==> src/rtl/steer_lock_pkg.sv <==
package steer_lock_pkg;
  // Width of an index into a group of n agents (at least 1 bit).
  function automatic int unsigned idx_width(input int unsigned n);
    return (n > 1) ? $clog2(n) : 1;
  endfunction
endpackage

==> src/rtl/steer_lock_dec.sv <==
module steer_lock_dec #(
  parameter int unsigned N_AGENTS = 4,
  parameter int unsigned ADDR_W   = 12,
  parameter int unsigned DATA_W   = 32,
  parameter logic [ADDR_W-1:0] LOCK_ADDR = 'hFD0
) (
  input  logic [N_AGENTS-1:0]        rd_en,
  input  logic [N_AGENTS-1:0]        wr_en,
  input  logic [N_AGENTS*ADDR_W-1:0] addr,
  input  logic [N_AGENTS*DATA_W-1:0] wdata,
  output logic [N_AGENTS-1:0]        take_req,
  output logic [N_AGENTS-1:0]        give_req
);
  for (genvar k = 0; k < N_AGENTS; k++) begin : g_port
    logic at_lock;
    assign at_lock     = (addr[k*ADDR_W +: ADDR_W] == LOCK_ADDR);
    assign take_req[k] = rd_en[k] && at_lock;
    assign give_req[k] = wr_en[k] && at_lock && wdata[k*DATA_W];
  end
endmodule

==> src/rtl/steer_lock_pick.sv <==
module steer_lock_pick #(
  parameter int unsigned N_AGENTS = 4,
  parameter int unsigned IDX_W    = 2
) (
  input  logic [N_AGENTS-1:0] req,
  output logic [N_AGENTS-1:0] gnt,
  output logic [IDX_W-1:0]    gnt_idx,
  output logic                gnt_any
);
  always_comb begin
    gnt     = '0;
    gnt_idx = '0;
    gnt_any = 1'b0;
    for (int i = N_AGENTS - 1; i >= 0; i--) begin
      if (req[i]) begin
        gnt     = '0;
        gnt[i]  = 1'b1;
        gnt_idx = IDX_W'(i);
        gnt_any = 1'b1;
      end
    end
  end
endmodule

==> src/rtl/steer_lock_state.sv <==
module steer_lock_state #(
  parameter int unsigned N_AGENTS = 4,
  parameter int unsigned IDX_W    = 2
) (
  input  logic                clk,
  input  logic                rst_n,
  input  logic                take_any,
  input  logic [IDX_W-1:0]    take_idx,
  input  logic [N_AGENTS-1:0] give_req,
  output logic                busy,
  output logic [IDX_W-1:0]    owner
);
  logic give_ok;
  assign give_ok = busy && give_req[owner];

  always_ff @(posedge clk) begin
    if (!rst_n) begin
      busy  <= 1'b0;
      owner <= '0;
    end else if (!busy && take_any) begin
      busy  <= 1'b1;
      owner <= take_idx;
    end else if (give_ok) begin
      busy  <= 1'b0;
      owner <= '0;
    end
  end

  p_acquire_r2: assert property (@(posedge clk) disable iff (!rst_n)
    (!busy && take_any) |=> (busy && owner == $past(take_idx)));
  p_hold_r3: assert property (@(posedge clk) disable iff (!rst_n)
    (busy && !give_ok) |=> (busy && $stable(owner)));
  p_release_r5: assert property (@(posedge clk) disable iff (!rst_n)
    give_ok |=> !busy);
  p_free_stays_r6: assert property (@(posedge clk) disable iff (!rst_n)
    (!busy && !take_any) |=> !busy);
  p_free_owner_r1: assert property (@(posedge clk) disable iff (!rst_n)
    !busy |-> (owner == '0));
endmodule

==> src/rtl/steer_lock_resp.sv <==
module steer_lock_resp #(
  parameter int unsigned N_AGENTS = 4,
  parameter int unsigned DATA_W   = 32
) (
  input  logic                       clk,
  input  logic                       rst_n,
  input  logic [N_AGENTS-1:0]        rd_en,
  input  logic [N_AGENTS-1:0]        grant,
  output logic [N_AGENTS-1:0]        rsp_valid,
  output logic [N_AGENTS*DATA_W-1:0] rsp_data
);
  logic [N_AGENTS-1:0] won;

  for (genvar k = 0; k < N_AGENTS; k++) begin : g_rsp
    always_ff @(posedge clk) begin
      if (!rst_n) begin
        rsp_valid[k] <= 1'b0;
        won[k]       <= 1'b0;
      end else begin
        rsp_valid[k] <= rd_en[k];
        won[k]       <= grant[k];
      end
    end
    assign rsp_data[k*DATA_W +: DATA_W] = DATA_W'(won[k]);

    p_valid_follows_r8: assert property (@(posedge clk) disable iff (!rst_n)
      rd_en[k] |=> rsp_valid[k]);
    p_valid_quiet_r8: assert property (@(posedge clk) disable iff (!rst_n)
      !rd_en[k] |=> !rsp_valid[k]);
    p_win_needs_read_r8: assert property (@(posedge clk) disable iff (!rst_n)
      won[k] |-> rsp_valid[k]);
  end

  p_single_winner_r9: assert property (@(posedge clk) disable iff (!rst_n)
    $onehot0(won));
endmodule

==> src/rtl/steer_lock.sv <==
module steer_lock #(
  parameter int unsigned N_AGENTS = 4,
  parameter int unsigned ADDR_W   = 12,
  parameter int unsigned DATA_W   = 32,
  parameter logic [ADDR_W-1:0] LOCK_ADDR = 'hFD0,
  localparam int unsigned IDX_W = steer_lock_pkg::idx_width(N_AGENTS)
) (
  input  logic                       clk,
  input  logic                       rst_n,
  input  logic [N_AGENTS-1:0]        rd_en,
  input  logic [N_AGENTS-1:0]        wr_en,
  input  logic [N_AGENTS*ADDR_W-1:0] addr,
  input  logic [N_AGENTS*DATA_W-1:0] wdata,
  output logic [N_AGENTS-1:0]        rsp_valid,
  output logic [N_AGENTS*DATA_W-1:0] rsp_data,
  output logic                       lock_busy,
  output logic [IDX_W-1:0]           lock_owner
);
  logic [N_AGENTS-1:0] take_req, give_req, pick_gnt, grant;
  logic [IDX_W-1:0]    pick_idx;
  logic                pick_any;

  steer_lock_dec #(.N_AGENTS(N_AGENTS), .ADDR_W(ADDR_W), .DATA_W(DATA_W),
                   .LOCK_ADDR(LOCK_ADDR)) i_dec (
    .rd_en(rd_en), .wr_en(wr_en), .addr(addr), .wdata(wdata),
    .take_req(take_req), .give_req(give_req));

  steer_lock_pick #(.N_AGENTS(N_AGENTS), .IDX_W(IDX_W)) i_pick (
    .req(take_req), .gnt(pick_gnt), .gnt_idx(pick_idx), .gnt_any(pick_any));

  steer_lock_state #(.N_AGENTS(N_AGENTS), .IDX_W(IDX_W)) i_state (
    .clk(clk), .rst_n(rst_n), .take_any(pick_any), .take_idx(pick_idx),
    .give_req(give_req), .busy(lock_busy), .owner(lock_owner));

  // A grant only exists while the lock is free at the time of the read.
  assign grant = lock_busy ? '0 : pick_gnt;

  steer_lock_resp #(.N_AGENTS(N_AGENTS), .DATA_W(DATA_W)) i_resp (
    .clk(clk), .rst_n(rst_n), .rd_en(rd_en), .grant(grant),
    .rsp_valid(rsp_valid), .rsp_data(rsp_data));

  p_held_read_zero_r3: assert property (@(posedge clk) disable iff (!rst_n)
    lock_busy |=> (rsp_data == '0));
endmodule

==> config.mk <==
export PLATFORM = sky130hd
export DESIGN_NAME = steer_lock
export DESIGN_NICKNAME = d
export VERILOG_FILES = /design/src/rtl/steer_lock_pkg.sv /design/src/rtl/steer_lock_dec.sv /design/src/rtl/steer_lock_pick.sv /design/src/rtl/steer_lock_state.sv /design/src/rtl/steer_lock_resp.sv /design/src/rtl/steer_lock.sv
export SDC_FILE = /design/constraint.sdc
export NUM_CORES = 1
export LEC_CHECK = 0
export BUFFER_PORTS_ARGS = -buffer_cell sky130_fd_sc_hd__buf_4
export CELL_PAD_IN_SITES_DETAIL_PLACEMENT = 1
export CELL_PAD_IN_SITES_GLOBAL_PLACEMENT = 1
export CORE_AREA = 8 8 120 122
export DETAILED_ROUTE_END_ITERATION = 16
export DIE_AREA = 0 0 128 130
export GPL_TIMING_DRIVEN = 1
export PLACE_DENSITY_LB_ADDON = 0.1
export SLEW_MARGIN = 20
export SYNTH_ARGS = -nofsm -noshare
export SYNTH_HDL_FRONTEND = slang
export SYNTH_SLANG_ARGS = --single-unit
==> constraint.sdc <==
create_clock -name clk -period 3.5 [get_ports clk]
set_input_delay 0.35 -clock clk [delete_from_list [all_inputs] [get_ports clk]]
set_output_delay 0.35 -clock clk [all_outputs]
set_load 0.005 [all_outputs]
* Yosys cells after proc, flatten, opt, wreduce, memory -nomap -nowiden
Index checks and enable logic that the tools add are counted.
Word-level totals: logic and storage cells 54, flip-flop bits (word level) 11
Cells by class: multiplexer cells 18, reductions and logical operators 20, equality and inequality tests 4, bitwise logic cells 1, order comparisons 1
Operator list (number):
- $eq 12x12->1 const B | 4
- $logic_and 1x1->1 | 14
- $mux 2 | 7
- $mux 1 | 8
- $reduce_or 5->1 | 1
- $mux 4 | 1
- $reduce_or 4->1 | 1
- $lt 2x3->1 const B | 1
- $mux 3 | 1
- $reduce_or 3->1 | 1
- $bmux 1 s2 | 1
- $reduce_bool 2->1 | 1
- $reduce_or 2->1 | 1
- $logic_not 1->1 | 1
- $not 1->1 | 1

* Depth between registers and ports, before layout
Gate-level depths: netlist of the first run.
depth after elaboration 8, gate-level depth with buffers 5, depth with buffers taken out 5

* Modules after synthesis
Synthesis of the first run repeated with hierarchy kept, for this count alone.
Second synthesis, totals: cells, all modules 200, area, all modules 1642.8 um^2
Modules (own cells, without submodules):
- steer_lock_resp | seq. area each 160.2 um^2, cells an instance 141, instances 1, area an instance 1144.8 um^2
- steer_lock_dec | seq. area each 0.0 um^2, cells an instance 28, instances 1, area an instance 240.2 um^2
- steer_lock_state | seq. area each 60.1 um^2, cells an instance 16, instances 1, area an instance 171.4 um^2
- steer_lock_pick | seq. area each 0.0 um^2, cells an instance 11, instances 1, area an instance 61.3 um^2
- steer_lock | seq. area each 0.0 um^2, cells an instance 4, instances 1, area an instance 25.0 um^2

* Worst setup path before layout of the first run
OpenSTA, ideal clock, no wires.
path type input port to flip-flop, start point input port addr[39], end point register i_state.owner[0], buffers on the path 0, stages 5, path slack 1.799 ns, arrival time 1.626 ns, cell sequence or4_4 or4_4 a21boi_2 o21ai_0 o21ai_0
On the way: longest elaborated chain between the ends 8
RTL lines:
- start, declared | line steer_lock.sv:12 | input logic [N_AGENTS*ADDR_W-1:0] addr,
- $eq 12x12->1 * | line steer_lock_dec.sv:16 | assign at_lock = (addr[k*ADDR_W +: ADDR_W] == LOCK_ADDR);
- $logic_and 1x1->1 | line steer_lock_dec.sv:17 | assign take_req[k] = rd_en[k] && at_lock;
- $mux 1 (4 in a row) | line steer_lock_pick.sv:15 | if (req[i]) begin
- $logic_and 1x1->1 | line steer_lock_state.sv:20 | end else if (!busy && take_any) begin
- $mux 2 / $reduce_bool 2->1 (equally long branches)
- end signal, assigned | line steer_lock_state.sv:22 | owner <= take_idx;
- end, declared | line steer_lock_state.sv:11 | output logic [IDX_W-1:0] owner
Every way passes the cells marked *; elsewhere a longest branch is shown, timed or not. The select of a mux whose other input is x is not followed. A chain may end at the register's enable or synchronous reset.

* Final worst setup path of the first run
start point input port addr[1], end point register i_state.owner[1]
On the way: longest elaborated chain between the ends 7
RTL lines:
- $eq 12x12->1 * | line steer_lock_dec.sv:16
- $logic_and 1x1->1 (2 in a row) | line steer_lock_dec.sv:18 | assign give_req[k] = wr_en[k] && at_lock && wdata[k*DATA_W];
- $bmux 1 s2 | line steer_lock_state.sv:14 | assign give_ok = busy && give_req[owner];
- $mux 1 (implied by the code) | line steer_lock_state.sv:14
- $logic_and 1x1->1 | line steer_lock_state.sv:14
- $reduce_bool 2->1 (no line)
Marks and branches as above.

==> results.toml, run 1 <==
[run]
cap_violations = 0

[place]
hpwl_um = 4902
dpl_worst_slack_ns = 1.445
placed_cell_area_um2 = 1804
io_buffers = 72
gp_congestion = 0.6612

[global_routing]
grt_pass1_wl_um = 6796
antenna_found_initial = 0
grt_pass1_vias = 1231
grt_overflow_total = 0
grt_max_degree = 9
grt_use_total = 0.05304

[sta]
setup_viol = 0
slew_violations = 0
tns_ns = 0
setup_ws_ns = 1.678
rsz0062_at_grt = "false"
finalClockSkew_ns = 0.002114
max_freq_mhz = 548.9
hold_viol_final = 0
worstMarginPinSlew_ns = 0.6195
fin_crit_ns = 1.822
hold_ws_ns = 0.3250
min_period_over_period = 0.5206
relSlewSlack = 0.5832

[pwr]
power.leakage_nw = 1.006
ir_drop_mv = 0.08334
fin_total_pwr_uw = 450.0
pwr_density_cell_nw_per_um2 = 239.0

[cts]
cts_resized = 0
cts_hold_buffers = 0
post_cts_buffers = 0
ctsHtreeMaxLevel = 1
cts.clk_slew.worst_paths_ns = 0.05
cts_tree = "built"
cts_buffers = 3
cts.sinks = 11
clockBufferDepth = 2
clock_latency_ns = 0.24
cts_root_buffer = "clkbuf_16"

[yosys]
synth_cells = 188
synth_seq_cells = 11
syn-mean-instance-area_um2 = 8.073
yosysMostFrequentCell = "buf_4"
synth-main-ff-cell = "dfxtp_1"
synth_seq_area_share = 0.1451
yosys.area.top_type_share = 0.6134
ys_types = 28
synthTopCellsByCount = "buf_4, dfxtp_1, nand4_1"
async_flop_share = 0
synth_top_cell_by_area = "buf_4"
synth_area_leaders = "buf_4, dfxtp_1, nand4_1, and4_2, and2_1"
syn_area_um2 = 1518
synth_edf_count = 0
yosys_warnings = 0

[worst_hold_path]
worstHoldPathType = "in2reg"
min_from = "rd_en[3]"

[cells_and_area]
nFillCells = 1575
fin_area_um2 = 1883
fin_nets = 450
num_antenna_cells = 0
multi_input_area_um2 = 817.0
area_delta_synth_final_pct = 24.07
drive_gt1_frac = 0.3156
regArea_um2 = 220.2

[critical_path]
crit_slowest_cell = "nor4b_2"
critPathCaptureType = "register"
crit_start = "addr[1]"
worst-path-max-fanout = 5
cp_cell_sequence = "buf_4 -> nor4_1 -> nor4b_2 -> or3_1 -> a21oi_1 -> o2bb2a_1"
critPathTopFamily = "simple AND/OR/NAND/NOR gates"
cp.required_ns = 3.63
worstSetupStartpointType = "input pin"
path_buf_inv = 1
r2r_start = "i_state.busy$_SDFFE_PN0P_"
worstPathArrival_ns = 1.95
max_stage_delay_ns = 0.53
worst-setup-path-type = "in2reg"

[floorplanning]
start_util = 0.1223
io_pins = 321
die_h_um = 130
chipWidth_um = 128
core-area_um2 = 12410
fp-row-count = 41
dieArea_um2 = 16640

[detailed_routing]
drc = 0
vias = 1115
detail-route-antenna-nets = 0
post_drt_wl_per_cell_um = 12.12
dr.pass1.iters = 4
drt_iter0_markers = 15
vias_per_cell = 2.563
wirelength_um = 5271

[run_status]
status = "finished clean"
==> path summary, 6_finish.rpt <==
path / end / slack, ns / depth (start not counted)
setup reg to reg: i_state.owner[1]$_SDFFE_PN0P_ / 2.04 / 4
setup / recovery: i_state.owner[1]$_SDFFE_PN0P_ / 1.68 / 6
hold reg to reg: i_state.busy$_SDFFE_PN0P_ / 0.53 / 1
hold / removal: i_resp.rsp_valid[3]$_SDFF_PN0_ / 0.32 / 2
==> where the power goes <==
group	leakage [nW]	switching, mW	internal (mW)	total (mW)
Sequential	0.0897	0.000565	0.128	0.129
Clock	0.0382	0.0625	0.154	0.216
Combinational	0.879	0.0543	0.0510	0.105
==> kinds of logic (layout without fill, tap and decap cells) <==
family,Yosys count,count (layout),share of synthesized area
AO/OA/AOI/OAI,10,10,0.04782
buffers and inverters,127,79,0.6208
flip-flops,11,11,0.1451
other,1,124,0.002471
AND/OR/NAND/NOR,39,39,0.1838
==> placed cells by master, fill, tap and decap left out, drive strengths merged <==
cell type	count
o41ai	1
nor2	2
nor4	4
and3	4
o21ai	2
nor3b	2
nand4	5
nor2b	1
a221oi	1
nand2	1
or3	1
or2b	1
o2bb2a	1
or4	2
inv	3
nand4b	2
and2	4
a21oi	3
dfxtp	11
a41oi	1
nor3	1
buf	72
nand3	3
nor4b	1
conb	124
and4	3
a21boi	1
and4b	2
clkbuf	4
==> worst register-to-register path: cells and delay by family (launching register included) <==
| family | cells | cell delay [ns] |
|---|---|---|
| and+or+nand+nor | 2 | 0.78 |
| DFF | 1 | 0.35 |
| AOI/OAI and AO/OA | 2 | 0.28 |
==> final cells by class <==
class	instances	area share
Inverter	3	0.005980
Multi-Input combinational cell	173	0.4339
Tap cell	172	0.1143
Sequential cell	11	0.1169
Timing Repair Buffer	72	0.2870
Clock buffer	4	0.04186
==> metal layers <==
metal	track usage	up-vias	wire length, um
met5	0	-	0
met4	0.01469	0	40
met3	0.01673	5	477
met2	0.09396	93	2731
met1	0.06011	488	2022
li1	-	529	-
==> sequential cells by signal, indices dropped and copies added, names as in the netlist <==
signal / cells
i_resp.rsp_data: 4
i_resp.rsp_valid: 4
i_state.busy: 1
i_state.owner: 2
==> stage by stage <==
step                      instances  utilization
after floorplan                 311            -
after global placement          431       0.1453
after detailed placement        431       0.1453
after CTS                       435       0.1517
after global routing            435       0.1517
final                           435       0.1517
(Power assumes the default switching activity.)
==> run 2: changes to the inputs <==
CORE_AREA = not set   (was 8 8 120 122)
CORE_MARGIN = 8   (was not set)
CORE_UTILIZATION = 12   (was not set)
DIE_AREA = not set   (was 0 0 128 130)
clock period = 1.5 ns   (was 3.5 ns; I/O delays follow)
==> results.toml, run 2 (same netlist as run 1, synthesis figures left out) <==
[run_status]
status = "finished clean"

[sta]
hold_viol_final = 0
finalClockSkew_ns = 0.005340
max_freq_mhz = 680.3
min_period_over_period = 0.9800
fin_crit_ns = 1.470
slew_violations = 0
setup_viol = 0
rsz0062_at_grt = "true"

[critical_path]
r2r_start = "i_state.busy$_SDFFE_PN0P_"
cp.required_ns = 1.67
worst-path-max-fanout = 4
worst-setup-path-type = "in2reg"
worstPathArrival_ns = 1.64
worstSetupStartpointType = "input pin"
rrSetupSlack_ns = 0.07
critPathCaptureType = "register"
ff2ff_path_depth = 4
crit-reg2reg-capture = "i_resp.rsp_data[96]$_SDFF_PP0_"

[floorplanning]
dieArea_um2 = 16500
die_h_um = 128.5
io_pins = 321
fp-row-count = 41
core-area_um2 = 12470
start_util = 0.1218
chipWidth_um = 128.5

[cts]
cts.clk_slew.worst_paths_ns = 0.05
cts_root_buffer = "clkbuf_16"
clock_latency_ns = 0.24
cts.sinks = 11
ctsHtreeMaxLevel = 1
cts_buffers = 3
clockBufferDepth = 2
cts_tree = "built"

[cells_and_area]
num_antenna_cells = 0
drive_gt1_frac = 0.3610
fin_nets = 464
final_cells = 449
final_core_util = 0.1615
nFillCells = 1554
area_delta_synth_final_pct = 32.65
final_cell_mix = "conb_1, buf_4, dfxtp_1, nand4_1"
layout_commonest_cell = "conb_1"
fin_area_um2 = 2013

[global_routing]
grt_use_total = 0.05552
grt_pass1_vias = 1365
grt_overflow_total = 0
grt_max_degree = 8
grt_pass1_wl_um = 7210
antenna_found_initial = 0

[pwr]
ir_drop_mv = 0.1734
fin_total_pwr_mw = 1.062
power.leakage_nw = 1.092
pwr_density_cell_nw_per_um2 = 527.4

[worst_hold_path]
worstHoldPathType = "in2reg"
hold_end = "i_resp.rsp_valid[0]$_SDFF_PN0_"
hold_depth = 2
min_from = "rd_en[0]"

[place]
place_inst = 445
placed_cell_area_um2 = 1909
gp_congestion = 0.6741
hpwl_um = 4980
io_buffers = 72

[detailed_routing]
drt_iter0_markers = 11
dr.pass1.iters = 3
post_drt_wl_per_cell_um = 11.78
drc = 0
vias_per_cell = 2.595
vias = 1165
wirelength_um = 5287
detail-route-antenna-nets = 0

[run]
cap_violations = 0
## run 2: cell count changes in the layout (fill, tap and decap cells not counted), sizes merged
cell and delta:
buf +14
## run 2: worst max path at each step
stage	start	end	slack, ns	cells after the start
6_report	addr[39]	i_state.owner[0]$_SDFFE_PN0P_	0.03	6
4_1_cts	addr[39]	i_state.owner[0]$_SDFFE_PN0P_	0.01	6
3_5_place_dp	addr[39]	i_state.owner[0]$_SDFFE_PN0P_	-0.23	6
3_3_place_gp	addr[39]	i_state.owner[0]$_SDFFE_PN0P_	-0.25	6
2_1_floorplan	addr[39]	i_state.owner[0]$_SDFFE_PN0P_	-0.0007	5
5_1_grt	addr[39]	i_state.owner[0]$_SDFFE_PN0P_	-0.002	6
## run 2: power by group
group / leakage, nW / switching [mW] / internal (mW)
logic: 0.964 / 0.131 / 0.128
clock network: 0.0382 / 0.144 / 0.358
registers: 0.0897 / 0.00160 / 0.299
total: 1.09 / 0.277 / 0.785
## run 2: layer usage
metal / share of wire / vias up / track usage / routed length, um
met2: 0.50 / 92 / 0.09564 / 2653
met3: 0.10 / 2 / 0.02027 / 529
met1: 0.40 / 515 / 0.06402 / 2092
met5: 0 / - / 0 / 0
li1: - / 556 / - / -
met4: 0.0019 / 0 / 0.01259 / 10
## run 2: final cells by class
class | count | area, um2 | share of cell area
Multi-Input combinational cell | 173 | 842.1 | 0.4183
Sequential cell | 11 | 220.2 | 0.1094
Tap cell | 172 | 215.2 | 0.1069
Clock buffer | 4 | 78.83 | 0.03915
Inverter | 3 | 11.26 | 0.005594
Timing Repair Buffer | 86 | 645.6 | 0.3207
## run 2: repair_timing
item,CTS,global route
setup buffers,0,0
setup endpoints to repair,0,3
resized for setup,0,4
hold buffers,0,0
## run 2: worst max-delay path, cell delays in order
cell and delay [ns]:
buf_4 0.11, or4_4 0.55, or4_4 0.54, a21boi_2 0.15
o21ai_0 0.07, o21ai_0 0.07
## run 2: per-stage QoR
stage	setup slack (ns)	setup TNS (ns)	hold slack [ns]
2_1_floorplan	-0.0007275	-0.0007275	0.2717
3_3_place_gp	-0.2543	-0.8706	0.3761
3_5_place_dp	-0.2337	-0.8163	0.3758
4_1_cts	0.01356	0	0.1241
5_1_grt	-0.002184	-0.002184	0.1355
6_report	0.02997	0	0.1252
